### src/rtl/oc_timer_pkg.sv
package oc_timer_pkg;
  typedef enum logic [1:0] {
    ACT_HOLD   = 2'b00,
    ACT_HIGH   = 2'b01,
    ACT_LOW    = 2'b10,
    ACT_INVERT = 2'b11
  } oc_act_e;

  localparam int unsigned REG_CTRL      = 0;
  localparam int unsigned REG_DIV       = 1;
  localparam int unsigned REG_RELOAD    = 2;
  localparam int unsigned REG_CLEAR     = 3;
  localparam int unsigned REG_CH_BASE   = 4;
  localparam int unsigned REG_CH_STRIDE = 3;
endpackage

### src/rtl/oc_prescaler.sv
module oc_prescaler #(
  parameter int W = 16
) (
  input  logic         clk,
  input  logic         rst_n,
  input  logic         en,
  input  logic [W-1:0] div,
  output logic         tick
);
  logic [W-1:0] phase;

  assign tick = en && (phase >= div);

  always_ff @(posedge clk) begin
    if (!rst_n)   phase <= '0;
    else if (en)  phase <= tick ? '0 : phase + 1'b1;
  end
endmodule

### src/rtl/oc_counter.sv
module oc_counter #(
  parameter int W = 16
) (
  input  logic         clk,
  input  logic         rst_n,
  input  logic         tick,
  input  logic [W-1:0] reload,
  output logic [W-1:0] count,
  output logic [W-1:0] count_nxt
);
  assign count_nxt = (count >= reload) ? '0 : count + 1'b1;

  always_ff @(posedge clk) begin
    if (!rst_n)     count <= '0;
    else if (tick)  count <= count_nxt;
  end
endmodule

### src/rtl/oc_channel.sv
module oc_channel
  import oc_timer_pkg::*;
#(
  parameter int W = 16
) (
  input  logic         clk,
  input  logic         rst_n,
  input  logic         tick,
  input  logic [W-1:0] count_nxt,
  input  logic [W-1:0] reload,
  input  logic         moe,
  input  logic         ccr_wr,
  input  logic         per_wr,
  input  logic         cfg_wr,
  input  logic         clr,
  input  logic [W-1:0] wdata,
  output logic         pin,
  output logic         flag,
  output logic         irq_req,
  output logic         hit,
  output logic [W-1:0] ccr,
  output logic [W-1:0] per
);
  localparam int SW = W + 1;

  oc_act_e    act;
  logic       oe, ie, state;
  logic [SW-1:0] sum, span, wrapped;

  assign hit     = tick && (count_nxt == ccr);
  assign sum     = {1'b0, ccr} + {1'b0, per};
  assign span    = {1'b0, reload} + 1'b1;
  assign wrapped = (sum >= span) ? sum - span : sum;

  always_ff @(posedge clk) begin
    if (!rst_n) begin
      ccr <= '0;
      per <= '0;
      act <= ACT_HOLD;
      oe  <= 1'b0;
      ie  <= 1'b0;
    end else begin
      if (ccr_wr)                   ccr <= wdata;
      else if (hit && per != '0)    ccr <= wrapped[W-1:0];
      if (per_wr) per <= wdata;
      if (cfg_wr) begin
        act <= oc_act_e'(wdata[1:0]);
        oe  <= wdata[2];
        ie  <= wdata[3];
      end
    end
  end

  always_ff @(posedge clk) begin
    if (!rst_n) begin
      flag  <= 1'b0;
      state <= 1'b0;
    end else begin
      if (hit)      flag <= 1'b1;
      else if (clr) flag <= 1'b0;
      if (hit) begin
        case (act)
          ACT_HIGH:   state <= 1'b1;
          ACT_LOW:    state <= 1'b0;
          ACT_INVERT: state <= ~state;
          default:    state <= state;
        endcase
      end
    end
  end

  assign pin     = state & oe & moe;
  assign irq_req = flag & ie;
endmodule

### src/rtl/oc_timer.sv
module oc_timer
  import oc_timer_pkg::*;
#(
  parameter int CNT_W = 16,
  parameter int NCH   = 2,
  localparam int ADDR_W = $clog2(REG_CH_BASE + REG_CH_STRIDE * NCH)
) (
  input  logic              clk,
  input  logic              rst_n,
  input  logic              wr_en,
  input  logic [ADDR_W-1:0] wr_addr,
  input  logic [CNT_W-1:0]  wr_data,
  output logic [CNT_W-1:0]  count,
  output logic [NCH-1:0]    oc_pin,
  output logic [NCH-1:0]    match_flag,
  output logic              irq
);
  logic             cnt_en_q, moe_q, tick;
  logic [CNT_W-1:0] div_q, reload_q, count_nxt;
  logic [NCH-1:0]   hit_v, ccr_wr_v, irq_v;
  logic [NCH-1:0][CNT_W-1:0] ccr_v, per_v;

  always_ff @(posedge clk) begin
    if (!rst_n) begin
      cnt_en_q <= 1'b0;
      moe_q    <= 1'b0;
      div_q    <= '0;
      reload_q <= '1;
    end else if (wr_en) begin
      if (wr_addr == ADDR_W'(REG_CTRL)) begin
        cnt_en_q <= wr_data[0];
        moe_q    <= wr_data[1];
      end
      if (wr_addr == ADDR_W'(REG_DIV))    div_q    <= wr_data;
      if (wr_addr == ADDR_W'(REG_RELOAD)) reload_q <= wr_data;
    end
  end

  oc_prescaler #(.W(CNT_W)) u_psc (
    .clk(clk), .rst_n(rst_n), .en(cnt_en_q), .div(div_q), .tick(tick)
  );

  oc_counter #(.W(CNT_W)) u_cnt (
    .clk(clk), .rst_n(rst_n), .tick(tick), .reload(reload_q),
    .count(count), .count_nxt(count_nxt)
  );

  for (genvar g = 0; g < NCH; g++) begin : g_ch
    localparam int unsigned BASE = REG_CH_BASE + REG_CH_STRIDE * g;
    logic per_wr, cfg_wr, clr;
    assign ccr_wr_v[g] = wr_en && (wr_addr == ADDR_W'(BASE));
    assign per_wr      = wr_en && (wr_addr == ADDR_W'(BASE + 1));
    assign cfg_wr      = wr_en && (wr_addr == ADDR_W'(BASE + 2));
    assign clr         = wr_en && (wr_addr == ADDR_W'(REG_CLEAR)) && wr_data[g];

    oc_channel #(.W(CNT_W)) u_ch (
      .clk(clk), .rst_n(rst_n), .tick(tick), .count_nxt(count_nxt),
      .reload(reload_q), .moe(moe_q), .ccr_wr(ccr_wr_v[g]), .per_wr(per_wr),
      .cfg_wr(cfg_wr), .clr(clr), .wdata(wr_data), .pin(oc_pin[g]),
      .flag(match_flag[g]), .irq_req(irq_v[g]), .hit(hit_v[g]),
      .ccr(ccr_v[g]), .per(per_v[g])
    );
  end

  assign irq = |irq_v;
endmodule

### config.mk
export PLATFORM = sky130hd
export DESIGN_NAME = oc_timer
export DESIGN_NICKNAME = d
export VERILOG_FILES = /design/src/rtl/oc_timer_pkg.sv /design/src/rtl/oc_prescaler.sv /design/src/rtl/oc_counter.sv /design/src/rtl/oc_channel.sv /design/src/rtl/oc_timer.sv
export SDC_FILE = /design/constraint.sdc
export NUM_CORES = 1
export LEC_CHECK = 0
export BUFFER_PORTS_ARGS = -buffer_cell sky130_fd_sc_hd__buf_2
export CAP_MARGIN = 20
export CELL_PAD_IN_SITES_DETAIL_PLACEMENT = 1
export CELL_PAD_IN_SITES_GLOBAL_PLACEMENT = 2
export CORE_AREA = 2 2 219 221
export DETAILED_ROUTE_END_ITERATION = 12
export DIE_AREA = 0 0 221 223
export PLACE_DENSITY = 0.59
export SYNTH_ARGS = -nofsm -noshare
export SYNTH_HDL_FRONTEND = slang
export SYNTH_SLANG_ARGS = --single-unit
### constraint.sdc
create_clock -name clk -period 11.6 [get_ports clk]
set_clock_uncertainty 0.1 [all_clocks]
set_input_delay 0.58 -clock clk [delete_from_list [all_inputs] [get_ports clk]]
set_output_delay 0.58 -clock clk [all_outputs]
set_load 0.005 [all_outputs]
==> results of run 1 <==
-- layer usage --
layer	vias up	GRT usage, %	part of all wire (%)
li1	5353	-	-
met1	5425	25.59	48
met2	178	30.88	46
met3	43	3.029	3.2
met4	0	5.910	2.7
met5	-	0	0
-- logic make-up (layout without fill, tap and decap cells) --
logic type	Yosys count	count (layout)	synth area share (%)
compound gates	372	372	22.39
xor+xnor	106	106	8.489
fa+ha+maj	105	105	11.60
buf+inv	134	148	4.677
flops	142	142	24.54
mux	43	43	3.931
simple gates	567	567	24.38
-- state kept, by name, summed over array words and instances (netlist names) --
name	flops
cnt_en_q	1
g_ch.u_ch.state	2
u_psc.phase	16
div_q	16
g_ch.u_ch.per	32
g_ch.u_ch.act	4
moe_q	1
reload_q	16
u_cnt.count	16
g_ch.u_ch.ccr	32
g_ch.u_ch.oe	2
g_ch.u_ch.ie	2
g_ch.u_ch.flag	2
-- critical path: cells and delay by family, from the launching register on --
family / cells / cell delay [ns]
AO/OA/AOI/OAI: 9 / 2.25
multiplexers: 1 / 0.49
adder cells (fa/ha/maj): 3 / 1.03
AND/OR/NAND/NOR: 4 / 0.96
flip-flops: 1 / 0.36
-- synth_stat cells, types with 22 or more instances --
master | count | area share [%]
a21boi_0 | 68 | 4.4
a21oi_1 | 66 | 2.9
a31oi_1 | 23 | 1.2
clkbuf_1 | 55 | 1.8
dfxtp_1 | 142 | 25
ha_1 | 101 | 11
inv_1 | 58 | 1.9
mux2i_1 | 23 | 2.0
nand2_1 | 209 | 6.8
nand3_1 | 40 | 1.7
nor2_1 | 102 | 3.3
nor3_1 | 49 | 2.1
nor4_1 | 22 | 1.2
o211ai_1 | 25 | 1.6
o21ai_0 | 36 | 1.6
o31ai_1 | 36 | 2.3
xnor2_1 | 70 | 5.3
xor2_1 | 32 | 2.4
-- worst max-delay path by stage --
stage,startpoint,slack (ns),cells past startpoint,endpoint
2_1_floorplan,g_ch[1].u_ch.ccr[0],6.99,18,g_ch[1].u_ch.ccr[12]
3_3_place_gp,g_ch[0].u_ch.ccr[0],6.26,17,g_ch[0].u_ch.ccr[14]
3_5_place_dp,g_ch[0].u_ch.ccr[0],6.30,17,g_ch[0].u_ch.ccr[14]
4_1_cts,g_ch[0].u_ch.ccr[0],6.27,17,g_ch[0].u_ch.ccr[14]
5_1_grt,g_ch[0].u_ch.ccr[0],5.68,18,g_ch[0].u_ch.ccr[14]
6_report,g_ch[0].u_ch.ccr[0],6.26,17,g_ch[0].u_ch.ccr[14]
-- cell type report --
type / count / area, µm²
clock buffer: 19 / 442.9
clock inverter: 13 / 163.9
fill: 5666 / 34150
inverter: 59 / 221.5
multi-input combinational: 1193 / 8227
sequential: 142 / 2843
tap: 615 / 769.5
timing repair buffer: 57 / 326.6
-- report_power, final --
group          total, mW  switching, mW  leakage [nW]  internal, mW
Clock              0.597          0.252         0.294         0.345
Sequential         0.500        0.00715          1.15         0.493
Combinational      0.285          0.176          3.67         0.109
Total               1.38          0.436          5.11         0.947
==> flow_summary_export.csv, run 1 <==
group,metric,value,unit
outcome,status,"finished clean",
routing,vias,11000,
cells_and_area,final_common_cell,"nand2_1",
synth,avgSynthCellArea,7.886,µm²
floorplan,die_w,221,µm
job,max_cap_violations,0,
timing,period_share,46.02,%
floorplan,dieHeight,223,µm
synth,synth_edf_count,0,
synth,syn_nets,1597,
clocking,cts_sinks,142,
pwr,ir_drop,0.09434,mV
synth,synth_cell_type_count,84,
timing,drv_slew,0,
placement,dp.cells,2065,
placement,post-place-ws,6.301,ns
min_path,min_path_type,"reg2reg",
floorplan,core.rowCount,80,
global_routing,antenna_found_initial,1,
synth,ys_ff_latch,142,
synth,ys_seq_area_share,24.54,%
pwr,leakage,5.109,nW
cells_and_area,final-instance-count-excl-fill,2098,
worst_setup_path,worstRegToRegCells,17,
routing,antenna_left,0,
synth,async_flop_share,0,%
cells_and_area,area_growth,12.16,%
routing,routedWlPerCell,22.21,µm
floorplan,design.die.area,49280,µm²
clocking,numCtsBuffers,17,
clocking,h-tree-depth,4,
synth,syn_area,11580,µm²
floorplan,ioPinCount,44,
worst_setup_path,startpoint_type,"register",
worst_setup_path,crit_arrival,5.56,ns
worst_setup_path,rrSetupSlack,6.26,ns
timing,hold_slack,0.3684,ns
worst_setup_path,r2r_end,"g_ch[0].u_ch.ccr[14]",
clocking,cts_tree,"built",
timing,slew_headroom,19.32,%
min_path,min_path_cells,2,
routing,viasPerCell,5.243,
timing,period_needed,5.338,ns
cells_and_area,finalInstanceArea,12990,µm²
placement,portBuffers,43,
placement,hpwlAfterDp,36.37,mm
global_routing,grt_pass1_vias,11010,
timing,hold_viol_final,0,
placement,place_area,12370,µm²
clocking,path_clk_slew,0.07,ns
pwr,powerDensity,106.4,nW/µm²
worst_setup_path,worstPathMaxFanout,17,
global_routing,grt_pass1_wl,70.57,mm
worst_setup_path,criticalPathCategory,"reg2reg",
worst_setup_path,max_stage_delay,0.56,ns
min_path,min_to,"div_q[13]",
routing,drc,0,
clocking,cts_hold_buf,0,
cells_and_area,final_util,27.56,%
clocking,worstSkewPairLatency,0.46,ns
worst_setup_path,crit_chain,"ha_1 -> fa_1 -> a211oi_1 -> nor2_1 -> o311a_1 -> o41ai_1 -> a21boi_0 -> ha_1 -> a21oi_1 -> o21ai_0 -> o21ai_0 -> nand2b_1 -> a21oi_1 -> nand2_1 -> mux2_2 -> nor3_1 -> o31ai_1",
worst_setup_path,setup.worst_path.end_class,"register",
synth,ys.flop_type,"dfxtp_1",
global_routing,grt_max_degree,72,
synth,ys_warn_count,0,
cells_and_area,most-common-layout-cells,"209 x nand2_1, 142 x dfxtp_1, 102 x nor2_1, 101 x ha_1, 70 x xnor2_1",
placement,place_congestion,0.8194,
cells_and_area,diodes,0,
global_routing,grt_overflow,0,
clocking,cts_setup_buffers,0,
worst_setup_path,required,11.82,ns
clocking,root_buffer,"clkbuf_16",
routing,drt_wl_total,46.59,mm
floorplan,start_util,24.57,%
cells_and_area,nets,1598,
floorplan,fp.coreArea,47150,µm²
pwr,power.total,1.382,mW
worst_setup_path,worst_path_max_delay_cell,"nand2_1",
cells_and_area,drive_above_1_share,9.508,%
timing,tightest_slew,1.208,ns
min_path,worstHoldStart,"div_q[13]",
timing,setup_violations,0,
worst_setup_path,reg2reg_from,"g_ch[0].u_ch.ccr[0]",
routing,drtIter0Drc,683,
timing,fin_ws,6.262,ns
timing,max_freq,187.3,MHz
global_routing,grt_use_total,18.95,%
synth,syn_inst,1469,
routing,first_pass_iters,5,
timing,grt_setup_unrepaired,"no",
clocking,cts_resized,0,
clocking,clockBufferDepth,2,
timing,tns,0,ns
Power figures use the tool's default switching activity.
==> run 2: changes to the inputs <==
Settings changed: PLACE_DENSITY 0.59 to 0.61.
Clock period 11.6 ns to 4.27 ns, I/O delays scaled along.
==> flow_summary_export.csv, run 2 (synthesis gave the netlist of run 1 again) <==
group,metric,value,unit
routing,wl_met2,23.62,mm
timing,tns,0,ns
clocking,clockBufferDepth,2,
min_path,worstHoldStart,"wr_data[14]",
pwr,switchingPower,1.333,mW
global_routing,grt_overflow,0,
clocking,numCtsBuffers,17,
cells_and_area,nets,1846,
timing,hold_viol_final,0,
routing,first_pass_iters,5,
pwr,p_int,2.784,mW
floorplan,dieHeight,223,µm
pwr,ir_drop,0.3683,mV
clocking,worstSkewPairLatency,0.46,ns
routing,top_layer_used,"met4",
clocking,cts_tree,"built",
clocking,cts_hold_buf,0,
min_path,min_path_type,"in2reg",
worst_setup_path,setup.worst_path.end_class,"register",
clocking,root_buffer,"clkbuf_16",
timing,fin_ws,0.02665,ns
timing,slew_headroom,29.09,%
worst_setup_path,criticalPathCategory,"reg2reg",
floorplan,die_w,221,µm
pwr,leakage,6.436,nW
pwr,swShare,32.38,%
cells_and_area,multiInputGateArea,8845,µm²
clocking,path_clk_slew,0.07,ns
placement,post-place-ws,-0.3002,ns
worst_setup_path,crit_arrival,4.49,ns
cells_and_area,fillCellCount,5600,
timing,setup_violations,0,
pwr,powerDensity,264.6,nW/µm²
global_routing,antenna_found_initial,1,
cells_and_area,most-common-layout-cells,"248 x buf_4, 206 x nand2_1, 134 x dfxtp_1, 94 x nor2_1, 89 x ha_1",
routing,wl_met3,1.804,mm
worst_setup_path,rrSetupSlack,0.03,ns
timing,period_needed,4.243,ns
worst_setup_path,r2r_end,"g_ch[1].u_ch.ccr[8]",
global_routing,grt_use_total,20.38,%
global_routing,grt_pass1_vias,12580,
timing,drv_slew,0,
job,max_cap_violations,0,
timing,max_freq,235.7,MHz
worst_setup_path,worstRegToRegCells,19,
routing,viasPerCell,5.144,
clocking,h-tree-depth,4,
cells_and_area,drive_above_1_share,27.90,%
cells_and_area,area_growth,34.32,%
timing,hold_slack,0.04639,ns
placement,place_congestion,0.8519,
pwr,power.total,4.117,mW
floorplan,ioPinCount,44,
floorplan,core.rowCount,80,
timing,grt_setup_unrepaired,"yes",
placement,portBuffers,43,
timing,tightest_slew,1.060,ns
routing,drtIter0Drc,521,
routing,wl_met1,23.32,mm
placement,hpwlAfterDp,39.51,mm
global_routing,grt_max_degree,63,
routing,vias,12070,
floorplan,start_util,24.57,%
worst_setup_path,required,4.51,ns
pwr,pwr-share-comb,28.3,%
floorplan,fp.coreArea,47150,µm²
floorplan,design.die.area,49280,µm²
worst_setup_path,startpoint_type,"register",
routing,drc,0,
pwr,clockPowerShare,38.8,%
cells_and_area,final_common_cell,"buf_4",
routing,antenna_left,0,
routing,routedWlPerCell,21.62,µm
cells_and_area,regArea,2853,µm²
timing,period_share,99.38,%
global_routing,grt_pass1_wl,76.60,mm
worst_setup_path,crit_end,"g_ch[1].u_ch.ccr[8]",
cells_and_area,reg_top3,"g_ch.u_ch.ccr: 32 flops, g_ch.u_ch.per: 32 flops",
worst_setup_path,worstPathMaxFanout,5,
worst_setup_path,reg2reg_from,"g_ch[1].u_ch.per[0]",
clocking,cts_sinks,142,
outcome,status,"finished clean",
pwr,p_seq_share,32.8,%
routing,drt_wl_total,50.74,mm
worst_setup_path,setup.worst_path.start,"g_ch[1].u_ch.per[0]",
-- run 2: area by class of cell --
cell class	instances	area share (%)
Timing Repair Buffer	304	14.60
Inverter	59	1.423
Sequential cell	142	18.33
Clock inverter	13	0.9970
Clock buffer	19	2.846
Tap cell	615	4.945
Antenna cell	1	0.01608
Multi-Input combinational cell	1194	56.84
-- run 2: metal layers --
metal  GRT usage, %  up-vias
li1               -     5838
met1          26.18     5956
met2          34.03      207
met3          3.437       72
met4          7.859        0
met5              0        -
-- run 2: stage by stage --
stage,util (%),area (µm²),instances
final,33.01,15560,2347
after CTS,31.76,14980,2332
after global placement,29.96,14120,2290
after floorplan,-,11620,1469
after global routing,33.00,15560,2346
after detailed placement,29.98,14130,2291
-- run 2: repair_timing --
| item | 4_1_cts | 5_1_grt |
|---|---|---|
| resized for setup | 41 | 86 |
| pin swaps | 18 | 52 |
| cloned | 1 | 1 |
| buffers inserted | 8 | 12 |
| endpoints found under the setup margin | 32 | 32 |
-- run 2: worst min-delay path by stage --
stage / to / cells past startpoint
finish: div_q[14] / 3
global route: g_ch[1].u_ch.per[13] / 3
CTS: div_q[13] / 3
detailed placement: div_q[9] / 2
global placement: div_q[11] / 2
floorplan: g_ch[0].u_ch.ccr[10] / 2
-- run 2: worst max-delay path: stages, from the launching register on --
cell,delay [ns]
dfxtp_2,0.34
ha_4,0.16
fa_2,0.37
buf_4,0.15
a21o_1,0.16
a211oi_2,0.20
nor2_1,0.10
ha_1,0.32
or3_1,0.37
o21ai_2,0.10
a2111oi_4,0.08
buf_4,0.18
or3b_4,0.41
a21oi_4,0.20
nor2_4,0.06
buf_12,0.14
buf_6,0.11
mux2_2,0.27
nor4_2,0.20
o31ai_1,0.09
-- run 2: power by group through the flow --
stage | logic (mW) | registers (mW) | clock network (mW)
detailed placement | 1.03 | 1.38 | 0
floorplan | 0.554 | 1.38 | 0
CTS | 1.09 | 1.35 | 1.64
finish | 1.17 | 1.35 | 1.60
global route | 1.27 | 1.35 | 1.68
global placement | 1.02 | 1.38 | 0
==> run 3: changes to the inputs <==
Settings changed: CORE_AREA 2 2 219 221 to 3 3 220 222, DIE_AREA 0 0 221 223 to 0 0 223 225.
==> flow_summary_export.csv, run 3 (synthesis gave the netlist of run 1 again) <==
group,metric,value,unit
cells_and_area,diodes,0,
min_path,min_path_type,"in2reg",
worst_setup_path,startpoint_type,"register",
cells_and_area,area_growth,32.34,%
global_routing,grt_pass1_vias,12120,
clocking,path_clk_slew,0.07,ns
clocking,clockBufferDepth,2,
worst_setup_path,timing.critical_path.buf_inv,2,
cells_and_area,most-common-layout-cells,"212 x buf_4, 204 x nand2_1, 135 x dfxtp_1, 97 x nor2_1, 86 x ha_1",
pwr,ir_drop,0.3014,mV
worst_setup_path,criticalPathCategory,"reg2reg",
cells_and_area,nets,1811,
cells_and_area,final_common_cell,"buf_4",
placement,place_congestion,0.8637,
routing,drt_wl_total,49.22,mm
floorplan,design.die.area,50180,µm²
floorplan,fp.coreArea,46560,µm²
pwr,powerDensity,258.1,nW/µm²
timing,period_needed,4.196,ns
clocking,numCtsBuffers,17,
cells_and_area,final_util,32.93,%
pwr,power.total,3.958,mW
routing,first_pass_iters,5,
min_path,worstHoldStart,"wr_data[13]",
timing,grt_setup_unrepaired,"yes",
routing,drc,0,
cells_and_area,reg_top3,"g_ch.u_ch.ccr: 32 flops, g_ch.u_ch.per: 32 flops",
routing,routedWlPerCell,21.37,µm
worst_setup_path,rrSetupSlack,0.07,ns
placement,hpwlAfterDp,38.22,mm
worst_setup_path,crit_family,"compound AO/OA/AOI/OAI gates",
global_routing,grt_use_total,19.22,%
worst_setup_path,worstPathMaxFanout,8,
routing,viasPerCell,5.179,
placement,post-place-ws,-0.3979,ns
worst_setup_path,worstRegToRegCells,18,
floorplan,start_util,24.88,%
placement,portBuffers,43,
clocking,cts_hold_buf,0,
routing,drtIter0Drc,495,
timing,drv_slew,0,
worst_setup_path,r2r_end,"g_ch[0].u_ch.ccr[14]",
timing,setup_violations,0,
timing,max_freq,238.3,MHz
worst_setup_path,setup.worst_path.end_class,"register",
min_path,min_to,"g_ch[1].u_ch.ccr[13]",
worst_setup_path,worst_path_max_delay_cell,"nor3_1",
floorplan,die_w,223,µm
timing,tightest_slew,1.008,ns
worst_setup_path,max_stage_delay,0.46,ns
timing,slew_headroom,32.78,%
outcome,status,"finished clean",
global_routing,grt_pass1_wl,73.82,mm
min_path,min_path_cells,3,
cells_and_area,drive_above_1_share,26.42,%
worst_setup_path,required,4.49,ns
global_routing,grt_overflow,0,
worst_setup_path,crit_chain,"ha_4 -> fa_2 -> a211oi_2 -> nor2_2 -> o311a_1 -> buf_4 -> nor3_1 -> ha_1 -> a21oi_1 -> nor2_1 -> o21ai_1 -> nand2b_1 -> a21oi_2 -> nand2_4 -> buf_12 -> mux2_4 -> nor3_2 -> o31ai_1",
routing,vias,11930,
floorplan,dieHeight,225,µm
clocking,h-tree-depth,4,
clocking,worstSkewPairLatency,0.46,ns
worst_setup_path,crit_arrival,4.42,ns
clocking,cts_tree,"built",
worst_setup_path,reg2reg_from,"g_ch[0].u_ch.per[0]",
clocking,cts_sinks,142,
job,max_cap_violations,0,
timing,hold_viol_final,0,
global_routing,grt_max_degree,98,
timing,fin_ws,0.07446,ns
floorplan,ioPinCount,44,
global_routing,antenna_found_initial,2,
floorplan,core.rowCount,79,
timing,period_share,98.26,%
clocking,root_buffer,"clkbuf_16",
routing,antenna_left,0,
pwr,leakage,6.255,nW
[run 3: repair_timing]
action                                  4_1_cts  5_1_grt
pin swaps                                    25       40
endpoints found under the setup margin       32       32
gates resized for setup                      49       98
setup buffers                                15        8
cloned                                        1        1
[run 3: area by class of cell]
| cell class | count | area [µm²] |
|---|---|---|
| fill | 5549 | 31220 |
| multi-input combinational | 1194 | 8942 |
| sequential | 142 | 2856 |
| timing repair buffer | 269 | 2013 |
| tap | 607 | 759.5 |
| clock buffer | 21 | 440.4 |
| inverter | 59 | 224.0 |
| clock inverter | 11 | 95.09 |
[run 3: worst max path at each step]
| stage | cells past startpoint | to | slack, ns | from |
|---|---|---|---|---|
| 4_1_cts | 23 | g_ch[1].u_ch.ccr[0] | 0.004 | g_ch[1].u_ch.ccr[0] |
| 3_5_place_dp | 21 | g_ch[1].u_ch.ccr[14] | -0.40 | g_ch[1].u_ch.ccr[0] |
| 5_1_grt | 23 | g_ch[1].u_ch.ccr[7] | -0.08 | g_ch[1].u_ch.ccr[0] |
| 2_1_floorplan | 21 | g_ch[1].u_ch.ccr[12] | 0.008 | g_ch[1].u_ch.ccr[0] |
| 6_report | 18 | g_ch[0].u_ch.ccr[14] | 0.07 | g_ch[0].u_ch.per[0] |
| 3_3_place_gp | 21 | g_ch[1].u_ch.ccr[14] | -0.43 | g_ch[1].u_ch.ccr[0] |
[run 3: worst reg2reg max path: stages, from the launching register on]
cell	delay, ns
dfxtp_2	0.34
ha_4	0.16
fa_2	0.34
a211oi_2	0.21
nor2_2	0.08
o311a_1	0.35
buf_4	0.16
nor3_1	0.46
ha_1	0.37
a21oi_1	0.17
nor2_1	0.06
o21ai_1	0.12
nand2b_1	0.11
a21oi_2	0.21
nand2_4	0.10
buf_12	0.16
mux2_4	0.30
nor3_2	0.19
o31ai_1	0.08
[run 3: metal layers]
| metal | part of all wire, % | vias to the layer above | global-route usage (%) |
|---|---|---|---|
| li1 | - | 5756 | - |
| met1 | 47 | 5931 | 25.21 |
| met2 | 47 | 177 | 32.56 |
| met3 | 3.1 | 63 | 3.152 |
| met4 | 2.7 | 0 | 5.619 |
| met5 | 0 | - | 0 |
[run 3: power by group]
group          internal, mW  total, mW  switching (mW)
registers              1.34       1.35          0.0143
clock network         0.796       1.45           0.657
logic                 0.537       1.15           0.616
[run 3: per-stage QoR]
| stage | hold WS (ns) | instances | TNS, ns | cell area (µm²) |
|---|---|---|---|---|
| CTS | 0.02023 | 2294 | 0 | 14710 |
| global route | 0.04219 | 2303 | -0.7224 | 15330 |
| global placement | 0.3545 | 2244 | -6.688 | 13810 |
| detailed placement | 0.3643 | 2246 | -7.293 | 13820 |
| finish | 0.03694 | 2303 | 0 | 15330 |
| floorplan | 0.2220 | 1469 | 0 | 11620 |
